$ cat src/rtl/pulse_timer_pkg.sv
package pulse_timer_pkg;

  typedef enum logic [1:0] {
    PT_IDLE = 2'd0,
    PT_HIGH = 2'd1,
    PT_LOW  = 2'd2
  } pt_state_e;

  typedef enum logic {
    PT_SEL_HIGH = 1'b0,
    PT_SEL_LOW  = 1'b1
  } pt_len_sel_e;

endpackage

$ cat src/rtl/pt_rst_sync.sv
module pt_rst_sync #(
  parameter int STAGES = 2
) (
  input  logic clk,
  input  logic rst_n,
  output logic rst_sn
);

  logic [STAGES-1:0] sync_q;

  always_ff @(posedge clk or negedge rst_n) begin
    if (!rst_n) begin
      sync_q <= '0;
    end else begin
      sync_q <= {sync_q[STAGES-2:0], 1'b1};
    end
  end

  assign rst_sn = sync_q[STAGES-1];

endmodule

$ cat src/rtl/pt_len_clamp.sv
module pt_len_clamp #(
  parameter int CNT_W = 16
) (
  input  logic [CNT_W-1:0] len_in,
  output logic [CNT_W-1:0] len_out
);

  localparam logic [CNT_W-1:0] MIN_LEN = CNT_W'(1);

  always_comb begin
    if (len_in == '0) begin
      len_out = MIN_LEN;
    end else begin
      len_out = len_in;
    end
  end

endmodule

$ cat src/rtl/pt_phase_cnt.sv
module pt_phase_cnt #(
  parameter int CNT_W = 16
) (
  input  logic             clk,
  input  logic             rst_sn,
  input  logic             load,
  input  logic             dec,
  input  logic [CNT_W-1:0] load_val,
  output logic [CNT_W-1:0] cnt,
  output logic             last
);

  localparam logic [CNT_W-1:0] ONE = CNT_W'(1);

  logic [CNT_W-1:0] cnt_q;
  logic [CNT_W-1:0] cnt_d;
  logic             cnt_en;

  always_comb begin
    cnt_en = load | dec;
    if (load) begin
      cnt_d = load_val;
    end else begin
      cnt_d = cnt_q - ONE;
    end
  end

  always_ff @(posedge clk or negedge rst_sn) begin
    if (!rst_sn) begin
      cnt_q <= '0;
    end else if (cnt_en) begin
      cnt_q <= cnt_d;
    end
  end

  assign cnt  = cnt_q;
  assign last = (cnt_q == ONE);

endmodule

$ cat src/rtl/pt_fsm.sv
module pt_fsm
  import pulse_timer_pkg::*;
(
  input  logic        clk,
  input  logic        rst_sn,
  input  logic        clr_n,
  input  logic        mode,
  input  logic        trig_n,
  input  logic        phase_last,
  output pt_state_e   state,
  output logic        load,
  output pt_len_sel_e load_sel,
  output logic        dec
);

  pt_state_e state_q;
  pt_state_e state_d;

  always_comb begin
    state_d  = state_q;
    load     = 1'b0;
    load_sel = PT_SEL_HIGH;
    if (!clr_n) begin
      state_d = PT_IDLE;
    end else begin
      unique case (state_q)
        PT_IDLE: begin
          if (mode || !trig_n) begin
            state_d = PT_HIGH;
            load    = 1'b1;
          end
        end
        PT_HIGH: begin
          if (phase_last) begin
            if (mode) begin
              state_d  = PT_LOW;
              load     = 1'b1;
              load_sel = PT_SEL_LOW;
            end else if (!trig_n) begin
              state_d = PT_HIGH;
              load    = 1'b1;
            end else begin
              state_d = PT_IDLE;
            end
          end
        end
        PT_LOW: begin
          if (!mode) begin
            if (!trig_n) begin
              state_d = PT_HIGH;
              load    = 1'b1;
            end else begin
              state_d = PT_IDLE;
            end
          end else if (phase_last) begin
            state_d = PT_HIGH;
            load    = 1'b1;
          end
        end
        default: state_d = PT_IDLE;
      endcase
    end
    dec = clr_n && (state_q != PT_IDLE) && !load;
  end

  always_ff @(posedge clk or negedge rst_sn) begin
    if (!rst_sn) begin
      state_q <= PT_IDLE;
    end else begin
      state_q <= state_d;
    end
  end

  assign state = state_q;

endmodule

$ cat src/rtl/pulse_timer.sv
module pulse_timer
  import pulse_timer_pkg::*;
#(
  parameter int CNT_W     = 16,
  parameter int SYNC_STGS = 2
) (
  input  logic             clk,
  input  logic             rst_n,
  input  logic             mode,
  input  logic             trig_n,
  input  logic             clr_n,
  input  logic [CNT_W-1:0] high_count,
  input  logic [CNT_W-1:0] low_count,
  output logic             tmr_out,
  output logic             discharge
);

  logic             rst_sn;
  logic [CNT_W-1:0] high_len;
  logic [CNT_W-1:0] low_len;
  logic [CNT_W-1:0] load_val;
  logic [CNT_W-1:0] phase_cnt;
  logic             phase_last;
  logic             load;
  logic             dec;
  pt_len_sel_e      load_sel;
  pt_state_e        state;

  pt_rst_sync #(.STAGES(SYNC_STGS)) u_rst_sync (
    .clk    (clk),
    .rst_n  (rst_n),
    .rst_sn (rst_sn)
  );

  pt_len_clamp #(.CNT_W(CNT_W)) u_clamp_high (
    .len_in  (high_count),
    .len_out (high_len)
  );

  pt_len_clamp #(.CNT_W(CNT_W)) u_clamp_low (
    .len_in  (low_count),
    .len_out (low_len)
  );

  assign load_val = (load_sel == PT_SEL_LOW) ? low_len : high_len;

  pt_phase_cnt #(.CNT_W(CNT_W)) u_cnt (
    .clk      (clk),
    .rst_sn   (rst_sn),
    .load     (load),
    .dec      (dec),
    .load_val (load_val),
    .cnt      (phase_cnt),
    .last     (phase_last)
  );

  pt_fsm u_fsm (
    .clk        (clk),
    .rst_sn     (rst_sn),
    .clr_n      (clr_n),
    .mode       (mode),
    .trig_n     (trig_n),
    .phase_last (phase_last),
    .state      (state),
    .load       (load),
    .load_sel   (load_sel),
    .dec        (dec)
  );

  assign tmr_out   = (state == PT_HIGH);
  assign discharge = ~tmr_out;

endmodule

$ cat config.mk
export PLATFORM = sky130hd
export DESIGN_NAME = pulse_timer
export DESIGN_NICKNAME = d
export VERILOG_FILES = /design/src/rtl/pulse_timer_pkg.sv /design/src/rtl/pt_rst_sync.sv /design/src/rtl/pt_len_clamp.sv /design/src/rtl/pt_phase_cnt.sv /design/src/rtl/pt_fsm.sv /design/src/rtl/pulse_timer.sv
export SDC_FILE = /design/constraint.sdc
export NUM_CORES = 1
export LEC_CHECK = 0
export ABC_CLOCK_PERIOD_IN_PS = 1250
export BUFFER_PORTS_ARGS = -buffer_cell sky130_fd_sc_hd__buf_2
export CAP_MARGIN = 25
export CORE_MARGIN = 2
export CORE_UTILIZATION = 55
export CTS_BUF_LIST = sky130_fd_sc_hd__clkbuf_4
export DETAILED_ROUTE_END_ITERATION = 7
export HOLD_SLACK_MARGIN = 0.02
export PLACE_DENSITY = 0.86
export SLEW_MARGIN = 30
export SYNTH_ARGS = -nofsm -noshare
export SYNTH_HDL_FRONTEND = slang
export SYNTH_SLANG_ARGS = --single-unit
$ cat constraint.sdc
create_clock -name clk -period 1.25 [get_ports clk]
set_clock_uncertainty 0.15 [all_clocks]
set_input_delay 0.25 -clock clk [delete_from_list [all_inputs] [get_ports clk]]
set_output_delay 0.25 -clock clk [all_outputs]
set_load 0.005 [all_outputs]
==> out/results.txt, run 1 <==
Run status - aborted with a tool error
Last stage - global routing (5_1_grt)
First error line in the log - [ERROR DPL-0038] Utilization greater than 100%, impossible to legalize
Cell count after placement - 301
Effective utilization at floorplan - 0.574
Kind of pin the worst path terminates on - sequential cell input
Placed wire-length estimate - 4780 um
Average instance area after synthesis - 9.04 sq um
Routability Congestion - 1.00
Post-synth EDFFs - 0
Die width - 57.2 um
Post-synthesis net count - 211
Height of the die - 57.2 um
Number of distinct library cells after synthesis - 57
Last worst endpoint in the global-route repair_timing - u_cnt.cnt[6]$_DFFE_PN0P_/D
# port buffers - 38
Share of the yosys chip area belonging to registers - 0.322
Maximum number of pins on one net before global-route repair - 19
Number of sinks handled by clock tree synthesis - 20
Std-Cell Rows - 19
Ys async rst share - 1.00
Post-synthesis register bit count - 20
Deepest level of the CTS H-tree - 1
Synth warnings - 0
Number of cells produced by synthesis - 172
TritonCTS Buffers - 3
Ports placed on the boundary - 39
Area of the mapped netlist - 1560 sq um
Prevailing post-synth register cell - sky130_fd_sc_hd__dfrtp_1
Root buffer cell - sky130_fd_sc_hd__clkbuf_4
CTS Buffer Depth - 2
[synthesized netlist by cell type (2+ instances only)]
cell,count,area share
sky130_fd_sc_hd__nor3_2,3,0.019
sky130_fd_sc_hd__and3_1,4,0.016
sky130_fd_sc_hd__mux2_2,5,0.036
sky130_fd_sc_hd__a221o_1,7,0.045
sky130_fd_sc_hd__nor4_1,9,0.036
sky130_fd_sc_hd__o2111ai_1,2,0.011
sky130_fd_sc_hd__a211o_1,2,0.011
sky130_fd_sc_hd__or4_1,2,0.0097
sky130_fd_sc_hd__ha_1,2,0.016
sky130_fd_sc_hd__o311ai_0,3,0.017
sky130_fd_sc_hd__dfrtp_1,20,0.32
sky130_fd_sc_hd__clkbuf_1,2,0.0048
sky130_fd_sc_hd__a22o_1,2,0.011
sky130_fd_sc_hd__nand2_1,9,0.022
sky130_fd_sc_hd__inv_1,6,0.014
sky130_fd_sc_hd__nand4b_1,4,0.023
sky130_fd_sc_hd__o21ai_0,9,0.029
sky130_fd_sc_hd__nor2_1,9,0.022
sky130_fd_sc_hd__a21oi_1,6,0.019
sky130_fd_sc_hd__or3_1,2,0.0080
sky130_fd_sc_hd__nor3_1,10,0.032
sky130_fd_sc_hd__o211ai_1,5,0.024
sky130_fd_sc_hd__nand4_1,3,0.012
sky130_fd_sc_hd__nand3_1,8,0.026
sky130_fd_sc_hd__o31ai_1,2,0.0097
sky130_fd_sc_hd__a21o_1,2,0.0097
sky130_fd_sc_hd__and2_1,2,0.0080
sky130_fd_sc_hd__buf_2,3,0.0097
[per-stage QoR]
step                      worst slack (ns)  instance area, sq um  TNS (ns)
after floorplan                      -1.00                  1600    -15.13
after global placement              -0.984                  2310    -15.73
after detailed placement             -1.04                  2310    -17.36
after CTS                           -0.994                  2570    -17.32
[kinds of logic after synthesis]
group	after synthesis	synth area share
simple gates	73	0.291
compound gates	57	0.283
flops	20	0.322
buf+inv	13	0.0426
mux	6	0.0426
fa+ha+maj	2	0.0161
other cells	1	0.00241
[repair_timing]
action / 4_1_cts
pin swaps: 11
setup buffers: 11
hold endpoints to repair: 2
setup endpoints to repair: 20
cloned: 1
hold buffers: 1
gates resized for setup: 34
==> run 2: changes to the inputs <==
Settings changed: CORE_UTILIZATION 55 to 40, CTS_BUF_LIST sky130_fd_sc_hd__clkbuf_4 to unset, HOLD_SLACK_MARGIN 0.02 to unset, PLACE_DENSITY 0.86 to unset, PLACE_DENSITY_LB_ADDON set to 0.15.
==> run 2 against run 1 <==
The flow now finishes, with violations (negative setup slack); synthesized cell count unchanged; synthesized area unchanged.
==> out/results.txt, run 2 <==
Run status - complete, but fails checks
Failing checks - negative setup slack
TritonCTS Buffers - 3 (unchanged)
Launching element of the worst setup path - u_cnt.cnt[10]
Placed wire-length estimate - 4710 um (-1.5%)
Fill count - 290
Synth top cells by count - sky130_fd_sc_hd__dfrtp_1 (20), sky130_fd_sc_hd__nor3_1 (10)
Post-synthesis net count - 211 (unchanged)
Post-synth EDFFs - 0 (unchanged)
Average instance area after synthesis - 9.04 sq um (unchanged)
Leakage Power - 1.21 nW
RSZ-0062 raised after global routing - yes
Critical Path Sink Type - flip-flop
Most area-consuming cells after synthesis - sky130_fd_sc_hd__dfrtp_1 (32%), sky130_fd_sc_hd__a221o_1 (4.5%), sky130_fd_sc_hd__mux2_2 (3.6%), sky130_fd_sc_hd__nor4_1 (3.6%), sky130_fd_sc_hd__nor3_1 (3.2%)
Maximum single-stage delay on the critical path - 0.42 ns
CTS Buffer Depth - 2 (unchanged)
Arrival time at the worst endpoint - 2.25 ns
Ports placed on the boundary - 39 (unchanged)
Antenna violations before repair - 0
Min Tclk post-route - 2.24 ns
End of the worst register-to-register path - u_cnt.cnt[6]
Most numerous cell in the Yosys netlist - sky130_fd_sc_hd__dfrtp_1
CTS tree - done
First-pass iteration count of the detailed router - 5
Simple-Gate Fraction of Synth Area - 0.291 (unchanged)
End-of-flow core utilization - 0.731
Reg-to-reg startpoint - u_cnt.cnt[10]
Flip-flop count of the largest register after layout - 16
Prevailing post-synth register cell - sky130_fd_sc_hd__dfrtp_1
Setup slack after layout - -0.993 ns
Area of the mapped netlist - 1560 sq um (unchanged)
Routability Congestion - 1.02 (+1.2%)
Global-route wire length before repair - 9680 um
Hold crit path type - reg -> async
Deepest level of the CTS H-tree - 1 (unchanged)
DRC Markers - 0
Floorplan core area - 3690 sq um
Via count - 2079
Worst Setup Path Type - reg -> reg
Residual antenna-violating net count after detailed routing - 0
Final Hold Viols - 0
Area share of the leading cell type in the synthesized netlist - 0.322 (unchanged)
Cell depth of the worst setup path - 8
Share of the synthesized area in compound gates (AO/OA/AOI/OAI) - 0.283 (unchanged)
Final critical-path share of the clock period - 1.79
Highest net fanout along the worst path - 7
Area delta synth->final - 73.5%
Total power per unit cell area - 985 nW/um^2
Total count of max-transition violations in the final report - 0
Worst setup slack after placement - -1.00 ns (+0.0374 ns)
Count of routing violations after the opening detailed-route iteration - 146
Net count reported at finish - 338
Combinational family with the most area after synthesis - simple AND/OR/NAND/NOR gates
Height of the die - 66.4 um (+16%)
Worst hold slack after final layout - 0.0550 ns
Most Frequent Cell on Critical Path - sky130_fd_sc_hd__buf_6
Total grt overflow - 0
Die width - 66.4 um (+16%)
Std-Cell Rows - 22 (+3)
Mux cell area share after synthesis - 0.0426 (unchanged)
Achievable Freq - 446 MHz
CP Launch Type - flip-flop
Most common library cell in the layout ignoring fill and taps - sky130_fd_sc_hd__buf_4
Cell chain of the critical path - nor3_4, buf_6, nand4_1, o211ai_1, buf_4, buf_6, nor3_1, a221o_1
Capturing instance or port of the critical path - u_cnt.cnt[6]
Total Die Area - 4400 sq um
# port buffers - 38 (unchanged)
Effective utilization at floorplan - 0.422 (-0.152)
Root buffer cell - sky130_fd_sc_hd__clkbuf_8
Number of cells produced by synthesis - 172 (unchanged)
Peak supply drop - 522 uV
Cell at the slowest stage of the critical path - sky130_fd_sc_hd__dfrtp_1
Part of the total power dissipated in combinational logic - 0.488
Synth warnings - 0 (unchanged)
Slack of the worst reg-to-reg path - -0.99 ns
Number of sinks handled by clock tree synthesis - 20 (unchanged)
Worst skew pair latency - 0.26 ns
Cell taking the most area after synthesis - sky130_fd_sc_hd__dfrtp_1
Maximum number of pins on one net before global-route repair - 19
Ys async rst share - 1.00 (unchanged)
Final setup violation count - 20
Via-to-Cell Ratio - 6.01
Post-synthesis share of cell area spent on xor and xnor gates - 0 (unchanged)
Critical path buffer and inverter count - 3
Global router's overall resource usage - 0.298
Post-synthesis register bit count - 20 (unchanged)
Vias in the first global route - 1981
Post-Synth Adder-Cell Area - 0.0161 (unchanged)
Routed WL per cell - 18.8 um
Overall power after layout - 2.66 mW
Share of the yosys chip area belonging to registers - 0.322 (unchanged)
Internal power of the cells - 1.71 mW
ANT cells - 0
Number of distinct library cells after synthesis - 57 (unchanged)
Max cap viols - 0
Ratio of cells with drive above 1 in the final layout - 0.560
Most used cells in the layout excluding fill and tap cells - sky130_fd_sc_hd__buf_4 (82), sky130_fd_sc_hd__buf_2 (38), sky130_fd_sc_hd__dfrtp_1 (19)
Kind of cell with the highest combined delay on the critical path - simple AND/OR/NAND/NOR gates
Reg power frac - 0.341
Net switching power - 0.949 mW
Clock power share - 0.172
Clock-pin slew on the worst setup and hold paths - 0.08 ns
Total Wirelength - 6490 um
Share of total power consumed by net switching - 0.357
Count of cells along the worst register-to-register path - 8
Required time of the critical path - 1.25 ns
-- run 2: cell counts after synthesis --
No cell type changed its count.
-- run 2: cell families after synthesis --
| family | after synthesis |
|---|---|
| compound gates | 57 |
| fa+ha+maj | 2 |
| buf+inv | 13 |
| flops | 20 |
| mux | 6 |
| other cells | 1 |
| simple gates | 73 |
-- run 2: final cells by class --
cell class,count,area (sq um),share of cell area
Inverter,6,22.5,0.00835
Tap cell,48,60.1,0.0223
Timing Repair Buffer,129,915,0.339
Multi-Input combinational cell,139,1150,0.428
Sequential cell,20,502,0.186
Clock buffer,4,45.0,0.0167
-- run 2: through the flow --
stage	cell area (sq um)	instances	setup TNS [ns]
5_1_grt	2700	346	-18.87
4_1_cts	2580	339	-16.16
3_3_place_gp	2420	332	-15.73
3_5_place_dp	2420	332	-16.18
6_report	2700	346	-17.10
2_1_floorplan	1600	172	-15.13
-- run 2: metal layers --
layer  routed length, um  global-route usage  part of all wire  vias to the layer above
li1                    -                   -                 -                      953
met5                   0                   0                 0                        -
met4                 261               0.122             0.040                        0
met1                2720               0.388              0.42                      979
met2                3100               0.503              0.48                      122
met3                 420              0.0273             0.065                       25
-- run 2: power by group through the flow --
stage / Sequential [mW] / Clock, mW / Combinational [mW]
after floorplan: 0.944 / 0 / 0.441
after global placement: 0.898 / 0 / 1.10
after detailed placement: 0.906 / 0 / 1.12
after CTS: 0.906 / 0.464 / 1.18
after global routing: 0.919 / 0.490 / 1.39
final: 0.905 / 0.456 / 1.30
-- run 2: timing repair --
item,CTS,global route
endpoints found under the hold margin,2,0
endpoints found under the setup margin,20,20
resized for setup,20,19
pin swaps,7,8
hold buffers,1,0
gates cloned,0,1
buffers inserted,3,7
-- run 2: how the worst min path moves through the flow --
stage	slack, ns	endpoint	depth (start not counted)
floorplan	-0.20	u_rst_sync.sync_q[0]	0
global placement	-0.12	u_rst_sync.sync_q[0]	1
detailed placement	-0.11	u_rst_sync.sync_q[1]	1
CTS	0.06	u_cnt.cnt[6]	1
global route	0.08	u_cnt.cnt[7]	3
finish	0.05	u_cnt.cnt[4]	1
Note: power is estimated with default switching activity, not from simulation.
==> run 3: changes to the inputs <==
Settings changed: ABC_CLOCK_PERIOD_IN_PS 1250 to 1860.
Clock period 1.25 ns to 1.86 ns, I/O delays scaled along.
==> run 3 against run 2 <==
The flow still finishes with violations (negative setup slack); power decreased by 31%; sequential power decreased by 31%; fmax decreased by 0.95%; die area unchanged; core utilization decreased by 1.2 points; clock power decreased by 22%; critical endpoint is now u_cnt.cnt[15]; largest cell class unchanged.
==> out/results.txt, run 3 (synthesis results as in run 2) <==
Count of routing violations after the opening detailed-route iteration - 156 (+6.8%)
Net count reported at finish - 326 (-3.6%)
Worst hold slack after final layout - 0.101 ns (+0.0461 ns)
Overall power after layout - 1.83 mW (-31%)
Number of sinks handled by clock tree synthesis - 20 (unchanged)
Residual antenna-violating net count after detailed routing - 0 (unchanged)
Actual slew at the worst max-slew pin - 0.601 ns
Achievable Freq - 442 MHz (-0.95%)
Normalized max-slew margin - 0.599
Total negative setup slack - -4.90 ns (+12.19 ns)
Total Die Area - 4400 sq um (unchanged)
Floorplan core area - 3690 sq um (unchanged)
Total Wirelength - 6870 um (+5.8%)
Via count - 2071 (-0.38%)
Worst setup slack after placement - -0.442 ns (+0.563 ns)
Ports placed on the boundary - 39 (unchanged)
Cell area after layout - 2660 sq um (-1.6%)
Count of cells along the worst register-to-register path - 10 (+2)
Routability Congestion - 0.881 (-13%)
# port buffers - 38 (unchanged)
Global router's overall resource usage - 0.322 (+0.0246)
Hold crit path type - reg -> async
Final Hold Viols - 0 (unchanged)
DRC Markers - 0 (unchanged)
Via-to-Cell Ratio - 6.20 (+3.2%)
Vias in the first global route - 2119 (+7.0%)
Routed WL per cell - 20.6 um (+9.6%)
Arrival time at the worst endpoint - 2.27 ns (+0.02 ns)
Critical Path Sink Type - flip-flop
Total count of max-transition violations in the final report - 0 (unchanged)
Fill count - 296 (+2.1%)
Slack of the worst reg-to-reg path - -0.40 ns (+0.59 ns)
Worst Setup Path Type - reg -> reg
Highest net fanout along the worst path - 3 (-4)
Total cell area at the placement stage - 2260 sq um (-6.4%)
Std-Cell Rows - 22 (unchanged)
GR Layer Usage met1 - 0.367 (-0.0205)
Run status - complete, but fails checks
Flip-flop count of the largest register after layout - 16 (unchanged)
Height of the die - 66.4 um (unchanged)
Global-route wire length before repair - 10300 um (+6.7%)
Effective utilization at floorplan - 0.422 (unchanged)
Leakage Power - 1.18 nW (-2.5%)
Clock-pin slew on the worst setup and hold paths - 0.08 ns (about the same)
Total power per unit cell area - 688 nW/um^2 (-30%)
Reg-to-reg startpoint - u_cnt.cnt[1]
Met3 Resource Use GR - 0.0511 (+0.0239)
Antenna violations before repair - 0 (unchanged)
Met2 track demand over resource in global routing - 0.569 (+0.0663)
End of the worst register-to-register path - u_cnt.cnt[15]
CTS Buffer Depth - 2 (unchanged)
Peak supply drop - 579 uV (+11%)
Failing checks - negative setup slack
Most common library cell in the layout ignoring fill and taps - sky130_fd_sc_hd__buf_4
Root buffer cell - sky130_fd_sc_hd__clkbuf_8
Placed wire-length estimate - 4960 um (+5.2%)
Max cap viols - 0 (unchanged)
Ratio of cells with drive above 1 in the final layout - 0.559 (-0.000962)
ANT cells - 0 (unchanged)
Most used cells in the layout excluding fill and tap cells - sky130_fd_sc_hd__buf_4 (63), sky130_fd_sc_hd__buf_2 (37), sky130_fd_sc_hd__dfrtp_1 (19)
Die width - 66.4 um (unchanged)
RSZ-0062 raised after global routing - yes
Busiest layer in global routing - met2
CP Launch Type - flip-flop
Final critical-path share of the clock period - 1.22 (-0.577)
Required time of the critical path - 1.86 ns (+0.61 ns)
Area delta synth->final - 70.7%
Worst skew pair latency - 0.27 ns (about the same)
Deepest level of the CTS H-tree - 1 (unchanged)
Setup slack after layout - -0.405 ns (+0.588 ns)
Total grt overflow - 0 (unchanged)
Final setup violation count - 17 (-15%)
First-pass iteration count of the detailed router - 5 (unchanged)
Maximum number of pins on one net before global-route repair - 14 (-5)
CTS tree - done
Min Tclk post-route - 2.26 ns (+0.0215 ns)
TritonCTS Buffers - 3 (unchanged)
-- run 3: cell count changes in the layout (fill, tap and decap cells not counted), sizes merged --
cell / change
buf: -12
-- run 3: per-stage QoR --
| step | std cells | utilization |
|---|---|---|
| floorplan | 172 | - |
| global placement | 313 | 0.614 |
| detailed placement | 313 | 0.614 |
| CTS | 325 | 0.669 |
| global route | 334 | 0.720 |
| finish | 334 | 0.720 |
-- run 3: routing by layer --
metal / vias up / share of wire / routed length [um]
li1: 936 / - / -
met1: 990 / 0.38 / 2630
met5: - / 0 / 0
met3: 32 / 0.077 / 529
met2: 113 / 0.49 / 3380
met4: 0 / 0.048 / 333
-- run 3: worst max-delay path by stage --
stage | startpoint | endpoint | slack (ns) | cells after the start
after floorplan | u_cnt.cnt[1] | u_cnt.cnt[3] | -0.39 | 7
after global placement | u_cnt.cnt[0] | u_cnt.cnt[11] | -0.40 | 4
after detailed placement | u_cnt.cnt[0] | u_cnt.cnt[11] | -0.44 | 4
after CTS | u_cnt.cnt[1] | u_cnt.cnt[5] | -0.32 | 8
after global routing | u_cnt.cnt[1] | u_cnt.cnt[15] | -0.45 | 10
final | u_cnt.cnt[1] | u_cnt.cnt[15] | -0.40 | 10
-- run 3: what timing repair did --
action | CTS | global route
gates cloned | 1 | 1
resized for setup | 23 | 34
setup buffers | 7 | 8
pin swaps | 16 | 9
endpoints found under the setup margin | 17 | 20
hold buffers | 1 | 0
endpoints found under the hold margin | 2 | 0
-- run 3: final cells by class --
| class | instances | area, sq um | share of cell area |
|---|---|---|---|
| Timing Repair Buffer | 117 | 848 | 0.320 |
| Multi-Input combinational cell | 139 | 1170 | 0.440 |
| Inverter | 6 | 22.5 | 0.00848 |
| Sequential cell | 20 | 502 | 0.189 |
| Clock buffer | 4 | 55.1 | 0.0207 |
| Tap cell | 48 | 60.1 | 0.0226 |
-- run 3: critical path: stages, from the launching register on --
cell	delay [ns]
sky130_fd_sc_hd__dfrtp_1	0.40
sky130_fd_sc_hd__inv_2	0.08
sky130_fd_sc_hd__ha_4	0.12
sky130_fd_sc_hd__nor4b_4	0.22
sky130_fd_sc_hd__nand3_2	0.17
sky130_fd_sc_hd__buf_6	0.15
sky130_fd_sc_hd__o211ai_1	0.16
sky130_fd_sc_hd__buf_4	0.17
sky130_fd_sc_hd__buf_4	0.10
sky130_fd_sc_hd__nor3_1	0.04
sky130_fd_sc_hd__a2111o_1	0.38
-- run 3: power by group --
group	switching [mW]	internal [mW]
clock	0.165	0.189
sequential	0.0944	0.527
combinational	0.404	0.448
